[src/rtl/seq_alu.sv]
module seq_alu #(
  parameter int W = 8
) (
  input  logic         clk,
  input  logic         restart,
  input  logic         start,
  input  logic [W-1:0] din,
  input  logic [1:0]   op,
  output logic [W-1:0] dout,
  output logic         dvalid
);
  localparam int CW = $clog2(W);

  typedef enum logic [2:0] {
    S_IDLE, S_GETA, S_GETB, S_ADD, S_MUL, S_DIV, S_OUT1, S_OUT2
  } st_t;

  st_t          st;
  logic [1:0]   opq;
  logic [W-1:0] aq, bq, lo;
  logic [W:0]   hi;
  logic [CW-1:0] cnt;

  function automatic logic [W-1:0] mag(input logic [W-1:0] x);
    return x[W-1] ? (~x + W'(1)) : x;
  endfunction

  wire last = (cnt == CW'(W-1));

  // multiply step: add or (last step, negative multiplier) subtract the multiplicand
  wire         fix   = last && lo[0];
  wire [W:0]   a_ext = {aq[W-1], aq};
  wire [W:0]   madd  = lo[0] ? (fix ? ~a_ext : a_ext) : '0;
  wire [W:0]   msum  = hi + madd + (W+1)'(fix);

  // add / subtract through one adder
  wire [W-1:0] addsub = aq + (opq[0] ? ~bq : bq) + W'(opq[0]);

  // restoring divide step
  wire [W:0]   dshift = {hi[W-1:0], lo[W-1]};
  wire [W+1:0] dtrial = {1'b0, dshift} - {2'b00, bq};
  wire         dfit   = !dtrial[W+1];

  always_ff @(posedge clk) begin
    if (restart) begin
      st     <= S_IDLE;
      opq    <= '0;
      aq     <= '0;
      bq     <= '0;
      lo     <= '0;
      hi     <= '0;
      cnt    <= '0;
      dout   <= '0;
      dvalid <= 1'b0;
    end else begin
      dvalid <= 1'b0;
      case (st)
        S_IDLE: if (start) st <= S_GETA;
        S_GETA: begin
          aq  <= din;
          opq <= op;
          st  <= S_GETB;
        end
        S_GETB: begin
          cnt <= '0;
          hi  <= '0;
          case (opq)
            2'b10: begin lo <= din;     bq <= din;      st <= S_MUL; end
            2'b11: begin lo <= mag(aq); bq <= mag(din); st <= S_DIV; end
            default: begin              bq <= din;      st <= S_ADD; end
          endcase
        end
        S_ADD: begin
          lo <= addsub;
          st <= S_OUT1;
        end
        S_MUL: begin
          hi  <= {msum[W], msum[W:1]};
          lo  <= {msum[0], lo[W-1:1]};
          cnt <= cnt + CW'(1);
          if (last) st <= S_OUT1;
        end
        S_DIV: begin
          hi  <= dfit ? dtrial[W:0] : dshift;
          lo  <= {lo[W-2:0], dfit};
          cnt <= cnt + CW'(1);
          if (last) st <= S_OUT1;
        end
        S_OUT1: begin
          dout   <= lo;
          dvalid <= 1'b1;
          st     <= opq[1] ? S_OUT2 : S_IDLE;
        end
        S_OUT2: begin
          dout   <= hi[W-1:0];
          dvalid <= 1'b1;
          st     <= S_IDLE;
        end
        default: st <= S_IDLE;
      endcase
    end
  end

  AST_CAPTURE_ONLY_FROM_IDLE: assert property (@(posedge clk) disable iff (restart)
    (st == S_GETA) |-> $past(st == S_IDLE && start));

  AST_ONE_WORD_ADDSUB: assert property (@(posedge clk) disable iff (restart)
    (st == S_OUT1 && !opq[1]) |=> (dvalid && st == S_IDLE));

  AST_TWO_WORDS_MULDIV: assert property (@(posedge clk) disable iff (restart)
    (st == S_OUT1 && opq[1]) |=> (dvalid && st == S_OUT2));

  AST_VALID_SOURCE: assert property (@(posedge clk) disable iff (restart)
    dvalid |-> ($past(st) == S_OUT1 || $past(st) == S_OUT2));

  AST_ITERATION_COUNT: assert property (@(posedge clk) disable iff (restart)
    (st == S_OUT1 && $past(st) != S_ADD) |-> $past(cnt) == CW'(W-1));

  AST_RESTART_CLEARS: assert property (@(posedge clk)
    restart |=> (st == S_IDLE && !dvalid && dout == '0));
endmodule

[config.mk]
export PLATFORM = sky130hd
export DESIGN_NAME = seq_alu
export DESIGN_NICKNAME = d
export VERILOG_FILES = /design/src/rtl/seq_alu.sv
export SDC_FILE = /design/constraint.sdc
export NUM_CORES = 1
export LEC_CHECK = 0
export BUFFER_PORTS_ARGS = -buffer_cell sky130_fd_sc_hd__buf_2
export CAP_MARGIN = 40
export CORE_AREA = 2 2 85 87
export DETAILED_ROUTE_END_ITERATION = 12
export DIE_AREA = 0 0 87 89
export GPL_ROUTABILITY_DRIVEN = 0
export HOLD_SLACK_MARGIN = 0.05
export PLACE_DENSITY_LB_ADDON = 0.05
export SLEW_MARGIN = 20
export SYNTH_ARGS = -nofsm -noshare
export SYNTH_HDL_FRONTEND = slang
export SYNTH_SLANG_ARGS = --single-unit
export TNS_END_PERCENT = 30
[constraint.sdc]
create_clock -name clk -period 4 [get_ports clk]
set_clock_uncertainty 0.1 [all_clocks]
set_input_delay 0.2 -clock clk [delete_from_list [all_inputs] [get_ports clk]]
set_output_delay 0.2 -clock clk [all_outputs]
set_load 0.01 [all_outputs]
### Yosys cells after proc, flatten, opt, wreduce, memory -nomap -nowiden

Index checks and enable logic that the tools add are counted.

| operators by class | value |
|---|---|
| add/sub/neg operators | 8 |
| eq/ne operators | 13 |
| mux-type cells | 18 |
| bitwise operators | 4 |
| reductions and logical operators | 11 |

Operators with widths:

| cell | count |
|---|---|
| 8-bit two-way mux | 4 |
| 8-bit one-hot mux with 2 select lines | 2 |
| 8-bit one-hot mux with 4 select lines | 1 |
| 9-bit two-way mux | 3 |
| 9-bit one-hot mux with 3 select lines | 1 |
| 8-bit NOT | 3 |
| 3-bit one-hot mux with 7 select lines | 1 |
| 8-bit by 1-bit adder with 8-bit output (second input constant) | 2 |
| 3-bit == test (second input constant) | 5 |
| 3-bit one-hot mux with 2 select lines | 2 |
| 9-bit by 8-bit subtractor with 10-bit output | 1 |
| 9-bit by 1-bit adder with 9-bit output | 1 |
| 9-bit adder | 1 |
| 3-bit two-way mux | 3 |
| 9-bit NOT | 1 |
| 8-bit by 1-bit adder with 8-bit output | 1 |
| 8-bit adder | 1 |
| 3-bit by 2-bit == test with 1-bit output (second input constant) | 2 |
| 2-bit == test (second input constant) | 2 |
| 2-bit AND reduction | 2 |
| 2-bit nonzero test | 2 |
| 4-bit nonzero test | 1 |
| 2-bit OR reduction | 2 |
| 3-bit by 1-bit adder with 3-bit output (second input constant) | 1 |
| 9 further kinds | 9 |

| storage, ports and cells | value |
|---|---|
| register bits | 50 |

### Logic depth before layout (Yosys ltp)

Gate-level depths: netlist (run 1).

| logic depth | value |
|---|---|
| word-level depth | 7 |
| gate-level depth with buffers | 14 |
| gate-level depth less buffers | 13 |

### Least setup slack after synthesis (run 1)

Ideal clock, no wire load.

| path | value |
|---|---|
| path type | register -> register |
| start point | register cnt[0] |
| end point | register hi[8] |
| library setup time | 0.074 ns |
| data arrival time | 2.843 ns |
| required time | 3.826 ns |
| slack | 0.983 ns |
| cell stages (with the launch flop) | 15 |
| cells stage by stage | dfxtp_1 -> ha_1 -> ha_1 -> clkbuf_1 -> xor2_1 -> nand2_1 -> fa_1 -> inv_1 -> fa_1 -> a211oi_1 -> o21ai_0 -> a31oi_1 -> xor2_1 -> nand2_1 -> a31oi_1 |

| on the way | value |
|---|---|
| word-level cells in the longest chain between the ends | 7 |

RTL lines:

| what | RTL line | RTL |
|---|---|---|
| start: declaration | 22 | `logic [CW-1:0] cnt;` |
| start signal: assignment | 80 | `cnt <= cnt + CW'(1);` |
| start signal: assignment | 86 | `cnt <= cnt + CW'(1);` |
| 3-bit == test * | 28 | `wire last = (cnt == CW'(W-1));` |
| 1-bit logical AND * | 31 | `wire fix = last && lo[0];` |
| 9-bit two-way mux (2 in series) | 33 | `wire [W:0] madd = lo[0] ? (fix ? ~a_ext : a_ext) : '0;` |
| 9-bit adder | 34 | `wire [W:0] msum = hi + madd + (W+1)'(fix);` |
| 9-bit by 1-bit adder with 9-bit output * | 34 |  |
| 9-bit one-hot mux with 3 select lines * | 57 | `case (st)` |
| end signal: assignment | 78 | `hi <= {msum[W], msum[W:1]};` |
| end signal: assignment | 84 | `hi <= dfit ? dtrial[W:0] : dshift;` |
| end: declaration | 21 | `logic [W:0] hi;` |

Every way passes the cells marked *; elsewhere a longest branch is shown, timed or not.
A chain may end at the register's enable or synchronous reset.

### Final worst setup path (run 1)

| path | value |
|---|---|
| start point | register cnt[0] |
| end point | register hi[7] |

The elaborated chain is that of the path after synthesis.

==> impl_results.rst, run 1 <==
.. list-table::
   :header-rows: 1

   * - Metric
     - Value
   * - Status
     - complete, no violations
   * - WL/cell
     - 17.4 um
   * - Number of routed nets with antenna violations
     - 0
   * - CTS root buffer
     - sky130_fd_sc_hd__clkbuf_8
   * - Most common cell after layout, fill and taps aside
     - sky130_fd_sc_hd__nor2_1
   * - Number of inserted diodes
     - 0
   * - EDFF count, synth
     - 0
   * - CTS clk-pin slew, worst paths
     - 0.09 ns
   * - Chip width
     - 87 um
   * - Mapped Area
     - 3990 sq um
   * - Number of placed instances with taps included
     - 569
   * - Count of pins on the block boundary
     - 22
   * - Inserted Clock Buffers
     - 5
   * - Clk sinks
     - 50
   * - Accumulated negative setup slack
     - 0 ns
   * - DP HPWL
     - 7770 um
   * - Number of global-route vias before repair
     - 3,262
   * - Die area
     - 7740 sq um
   * - Clock tree from TritonCTS
     - done
   * - Finished Layout Cells
     - 579
   * - Commonest non-fill, non-tap cells in the layout
     - sky130_fd_sc_hd__nor2_1, sky130_fd_sc_hd__dfxtp_1, sky130_fd_sc_hd__a21oi_1
   * - Primary FF master, synth
     - sky130_fd_sc_hd__dfxtp_1
   * - Hold WC Path Type
     - primary input to register
   * - Maximum Capacitance Violations
     - 0
   * - Overall via count from detail_route
     - 3,560
   * - Number of flip-flops and latches in the synthesized netlist
     - 50
   * - Layout area overhead
     - 5.68%
   * - GRT Resource Usage Total
     - 0.267
   * - Share of synthesized area occupied by flip-flops and latches
     - 0.251
   * - Number of filler cells placed in the layout
     - 606
   * - Final clock period utilization by the worst path
     - 0.804
   * - Placeable core region
     - 6720 sq um
   * - Leakage power
     - 1.78 nW
   * - Starting density of the core
     - 0.593
   * - Number of unique standard cell types used by synthesis
     - 57
   * - Average via count per standard cell
     - 6.15
   * - Remaining routing DRC violations
     - 0
   * - Fraction of layout instances using a drive strength above 1
     - 0.0982
   * - Count of endpoints failing setup in the final report
     - 0
   * - Number of cells on the worst hold path
     - 3
   * - Startpoint class of the critical path
     - register
   * - Worst slew slack as a fraction of its limit
     - 0.585
   * - Net count, final
     - 540
   * - Chip Height
     - 89 um
   * - Antenna violations before repair
     - 0
   * - Global-route wire length before repair
     - 16,000 um
   * - Timing-limited maximum frequency
     - 311 MHz
   * - Setup Crit Path Kind
     - register to register
   * - Largest vdd supply drop
     - 0.000181 V
   * - Maximum number of pins on one net before global-route repair
     - 28
   * - Element type at the critical path end
     - register
   * - Largest fanout on the critical path
     - 11
   * - Final global-route overflow total
     - 0
   * - Clock insertion delay at the later pin of the skew report
     - 0.31 ns
   * - Area occupied by multi-input gates
     - 2710 sq um
   * - Unrepaired setup endpoints after global routing
     - false
   * - Net count of the mapped netlist
     - 534
   * - Sequential cell area
     - 1000 sq um
   * - Number of optimization iterations in the first detailed-route pass
     - 5
   * - Standard-cell row count
     - 30
   * - Total power per unit cell area
     - 342 nW/um^2
   * - Count of warnings emitted by yosys
     - 0
   * - Arrival @ worst endpoint
     - 3.35 ns
   * - Flop-to-flop setup slack
     - 0.78 ns
   * - Minimum clock period after layout
     - 3.22 ns
   * - Max Slew Vio Count
     - 0
   * - Required time worst endpoint
     - 4.13 ns
   * - Worst slack on hold paths
     - 0.0856 ns
   * - H-tree levels
     - 2
   * - Mean instance size in the synthesized netlist
     - 8.10 sq um
   * - Overall routed net length
     - 10,100 um
   * - Number of cell instances on the worst register-to-register path
     - 13
   * - Ys async rst share
     - 0
   * - Count of endpoints failing hold in the final timing report
     - 0
   * - Worst Tran Pin Value
     - 0.618 ns
   * - Count of mapped cells out of synthesis
     - 492
   * - Maximum root-to-sink buffer count
     - 2
   * - Buffers on Ports
     - 21
   * - Number of DRC markers in iteration 0
     - 208
flip-flops by register name, summed over array words and instances (netlist names):
name and count:
aq 8, lo 8, opq 2, dout 8
cnt 3, dvalid 1, hi 9, st 3
bq 8
layer usage:
layer,track usage,wire length [um]
met1,0.340,4490
met2,0.481,5070
met3,0.0323,387
met4,0.0682,123
met5,0,0
kinds of logic (layout without fill, tap and decap cells):
group,after synthesis,after routing,synth area share
buffers and inverters,51,58,0.0687
AOI/OAI and AO/OA,152,152,0.261
and+or+nand+nor,148,148,0.177
xor gates and xnor gates,41,41,0.0901
muxes,21,21,0.0540
adders and majority gates,29,29,0.0985
DFF,50,50,0.251
repair_timing:
action / 4_1_cts / 5_1_grt
buffers inserted: 0 / 0
hold endpoints to repair: 2 / 0
resized for setup: 0 / 0
hold buffers: 2 / 0
Yosys cell counts, drive strengths merged (4+ instances only):
cell type / number / area [sq um]
nor2: 57 / 216
dfxtp: 50 / 1000
a21oi: 36 / 180
o21ai: 33 / 169
nand2: 29 / 109
xor2: 27 / 236
a211oi: 26 / 220
ha: 25 / 313
inv: 22 / 82.6
mux2i: 20 / 204
buf: 18 / 145
xnor2: 14 / 123
and2: 12 / 77.6
nor3: 12 / 60.1
a21o: 11 / 82.6
nand3: 11 / 55.1
clkbuf: 10 / 37.5
nor2b: 10 / 70.1
a31oi: 6 / 37.5
a221oi: 5 / 56.3
o211ai: 5 / 37.5
a22oi: 4 / 30.0
fa: 4 / 80.1
o2111ai: 4 / 35.0
worst max-delay path, cell delays in order, from the launching register on:
cell                       delay (ns)
sky130_fd_sc_hd__dfxtp_1         0.37
sky130_fd_sc_hd__ha_1            0.16
sky130_fd_sc_hd__ha_1            0.49
sky130_fd_sc_hd__xor2_1          0.12
sky130_fd_sc_hd__nand2_1         0.11
sky130_fd_sc_hd__fa_1            0.17
sky130_fd_sc_hd__inv_1           0.06
sky130_fd_sc_hd__fa_1            0.42
sky130_fd_sc_hd__a211oi_1        0.39
sky130_fd_sc_hd__o21ai_0         0.15
sky130_fd_sc_hd__a31oi_1         0.21
sky130_fd_sc_hd__xor2_1          0.16
sky130_fd_sc_hd__nand2_1         0.09
sky130_fd_sc_hd__a31oi_1         0.16
final timing paths:
| path | startpoint | end |
|---|---|---|
| min reg2reg | hi[8]$_SDFFE_PP0P_ | hi[8]$_SDFFE_PP0P_ |
| max reg2reg | cnt[0]$_SDFFE_PP0P_ | hi[7]$_SDFFE_PP0P_ |
| max | cnt[0]$_SDFFE_PP0P_ | hi[7]$_SDFFE_PP0P_ |
| min | din[0] | bq[0]$_SDFFE_PP0P_ |
power breakdown:
part,switching (mW),internal (mW)
Combinational,0.246,0.175
Sequential,0.0500,0.528
Clock,0.175,0.267
Total,0.471,0.969
per-stage QoR:
step / cell area [sq um] / setup WS (ns) / utilization / power, mW
finish: 4210 / 0.783 / 0.627 / 1.44
detailed placement: 4050 / 0.813 / 0.603 / 1.00
floorplan: 3990 / 0.983 / - / 0.912
global route: 4210 / 0.513 / 0.627 / 1.52
global placement: 4030 / 0.886 / 0.600 / 0.995
CTS: 4210 / 0.786 / 0.627 / 1.44
area by class of cell:
cell class	count	area share
sequential	50	0.238
multi-input combinational	391	0.644
tap	80	0.0238
clock buffer	6	0.0196
timing repair buffer	28	0.0416
inverter	22	0.0196
clock inverter	2	0.0143
(Power assumes the default switching activity.)
==> run 2, diff against run 1 <==
- clock period: 4 -> 3.4 ns (I/O delays scaled with it)
==> run 2 against run 1 <==
Effect of this change:
- clock power fell by 17%
- total power rose by 7.0%
- sequential power rose by 18%
- wire length rose by 0.99%
- design area fell by 0.83%
- maximum frequency rose by 5.8%
- sequential cell count did not move
- non-clock buffer count rose by 2
- largest power group unchanged
- highest routed layer unchanged
==> impl_results.rst, run 2 (same netlist as run 1, synthesis figures left out) <==
.. list-table::
   :header-rows: 1

   * - Metric
     - Value
   * - List of cells traversed by the critical path
     - ha_1, ha_1, xor2_1, nand2_1, fa_1, inv_1, fa_1, a211oi_1, o21ai_0, a31oi_1, xor2_1, nand2_1, a31oi_1
   * - Number of DRC markers in iteration 0
     - 188
   * - Placeable core region
     - 6720 sq um
   * - Max reg flops
     - 9
   * - Number of global-route vias before repair
     - 3,432
   * - Overall via count from detail_route
     - 3,613
   * - H-tree levels
     - 2
   * - Total chip power
     - 1.54 mW
   * - Average via count per standard cell
     - 6.22
   * - Sequential cell area
     - 1000 sq um
   * - Element type at the critical path end
     - register
   * - DP HPWL
     - 7820 um
   * - Switching share of total power
     - 0.366
   * - Starting density of the core
     - 0.593
   * - Standard-cell row count
     - 30
   * - Total power per unit cell area
     - 369 nW/um^2
   * - Clk sinks
     - 50
   * - Register with the most flip-flops
     - hi
   * - Required time worst endpoint
     - 3.55 ns
   * - Number of filler cells placed in the layout
     - 624
   * - Leakage power
     - 1.76 nW
   * - Net count, final
     - 542
   * - Number of inserted diodes
     - 0
   * - Critical-path top delay cell
     - sky130_fd_sc_hd__fa_1
   * - Largest vdd supply drop
     - 0.000210 V
   * - Layout area overhead
     - 4.80%
   * - Number of buffers inserted to repair setup after CTS
     - 0
   * - Timing-limited maximum frequency
     - 329 MHz
   * - Worst slew slack as a fraction of its limit
     - 0.562
   * - Remaining routing DRC violations
     - 0
   * - Antenna violations before repair
     - 0
   * - Chip Height
     - 89 um
   * - Count of pins on the block boundary
     - 22
   * - Commonest non-fill, non-tap cells in the layout
     - sky130_fd_sc_hd__nor2_1, sky130_fd_sc_hd__dfxtp_1, sky130_fd_sc_hd__a21oi_1
   * - Number of cells on the worst hold path
     - 3
   * - Final clock period utilization by the worst path
     - 0.894
   * - Maximum number of pins on one net before global-route repair
     - 28
   * - Number of optimization iterations in the first detailed-route pass
     - 5
   * - Global-route wire length before repair
     - 16,900 um
   * - Minimum clock period after layout
     - 3.04 ns
   * - Most common cell after layout, fill and taps aside
     - sky130_fd_sc_hd__nor2_1
   * - Number of hold buffers added after CTS
     - 3
   * - Buffers on Ports
     - 21
   * - Accumulated negative setup slack
     - 0 ns
   * - Clock insertion delay at the later pin of the skew report
     - 0.31 ns
   * - Startpoint class of the critical path
     - register
   * - Number of routed nets with antenna violations
     - 0
   * - Count of endpoints failing hold in the final timing report
     - 0
   * - GRT Resource Usage Total
     - 0.281
   * - Pint
     - 977 uW
   * - Maximum root-to-sink buffer count
     - 2
   * - Fraction of layout instances using a drive strength above 1
     - 0.0978
   * - Max stage delay on crit path
     - 0.42 ns
   * - WL/cell
     - 17.5 um
   * - Chip width
     - 87 um
   * - Cell family contributing the most delay on the critical path
     - adder cells
   * - Stages on worst setup path
     - 13
   * - Combinational cell fraction of total power
     - 0.321
   * - Arrival @ worst endpoint
     - 3.19 ns
   * - Count of instances resized after the clock tree is built
     - 0
   * - Inserted Clock Buffers
     - 5
   * - Setup Crit Path Kind
     - register to register
   * - Unrepaired setup endpoints after global routing
     - false
   * - Part of the total power dissipated in the clock network
     - 0.237
   * - Count of endpoints failing setup in the final report
     - 0
   * - Area occupied by multi-input gates
     - 2710 sq um
   * - Status
     - complete, no violations
   * - Die area
     - 7740 sq um
   * - Flop pwr share
     - 0.442
   * - Count of buffer and inverter cells on the critical path
     - 1
   * - Largest fanout on the critical path
     - 7
   * - Hold WC Path Type
     - primary input to register
   * - CTS clk-pin slew, worst paths
     - 0.10 ns
   * - Worst Tran Pin Value
     - 0.653 ns
   * - Net switching component of the power
     - 564 uW
   * - Maximum Capacitance Violations
     - 0
   * - Clock tree from TritonCTS
     - done
   * - Final global-route overflow total
     - 0
   * - CTS root buffer
     - sky130_fd_sc_hd__clkbuf_8
   * - Overall routed net length
     - 10,200 um
   * - Max Slew Vio Count
     - 0
   * - Number of cell instances on the worst register-to-register path
     - 13
==> run 2: path summary, 6_finish.rpt <==
| kind | start | to | slack [ns] |
|---|---|---|---|
| worst max-delay path | cnt[0]$_SDFFE_PP0P_ | hi[8]$_SDFFE_PP0P_ | 0.36 |
| worst min-delay path | din[7] | bq[7]$_SDFFE_PP0P_ | 0.06 |
| worst max register to register | cnt[0]$_SDFFE_PP0P_ | hi[8]$_SDFFE_PP0P_ | 0.36 |
| worst min register to register | dout[3]$_SDFFE_PP0P_ | dout[3]$_SDFFE_PP0P_ | 0.40 |
==> run 2: layout make-up <==
cell class,instances,area share
multi-input combinational,391,0.649
timing repair buffer,30,0.0461
clock inverter,2,0.00419
inverter,22,0.0198
tap,80,0.0240
sequential,50,0.240
clock buffer,6,0.0174
==> run 2: power groups by stage <==
stage | clock (mW) | sequential (mW) | combinational (mW)
after floorplan | 0 | 0.661 | 0.412
after global placement | 0 | 0.693 | 0.473
after detailed placement | 0 | 0.694 | 0.484
after CTS | 0.375 | 0.680 | 0.491
after global routing | 0.396 | 0.688 | 0.552
final | 0.366 | 0.682 | 0.494
==> run 2: tightest hold or removal path: cells and delay by family <==
family                 cells  cell delay [ns]
buffers and inverters      1             0.14
AND/OR/NAND/NOR            1             0.07
AO/OA/AOI/OAI              1             0.05
==> run 2: through the flow <==
| step | utilization | cell area, sq um | setup WS [ns] | hold slack [ns] | instances |
|---|---|---|---|---|---|
| floorplan | - | 3990 | 0.383 | 0.206 | 492 |
| global placement | 0.601 | 4040 | 0.415 | 0.304 | 569 |
| detailed placement | 0.604 | 4060 | 0.381 | 0.312 | 570 |
| CTS | 0.622 | 4180 | 0.356 | 0.0532 | 581 |
| global route | 0.622 | 4180 | 0.0639 | 0.0915 | 581 |
| finish | 0.622 | 4180 | 0.359 | 0.0614 | 581 |
==> run 2: routing by layer <==
layer	vias up	wire, um	GRT usage
met1	1680	4500	0.354
li1	1786	-	-
met2	122	4910	0.486
met4	0	263	0.109
met5	-	0	0
met3	25	493	0.0397
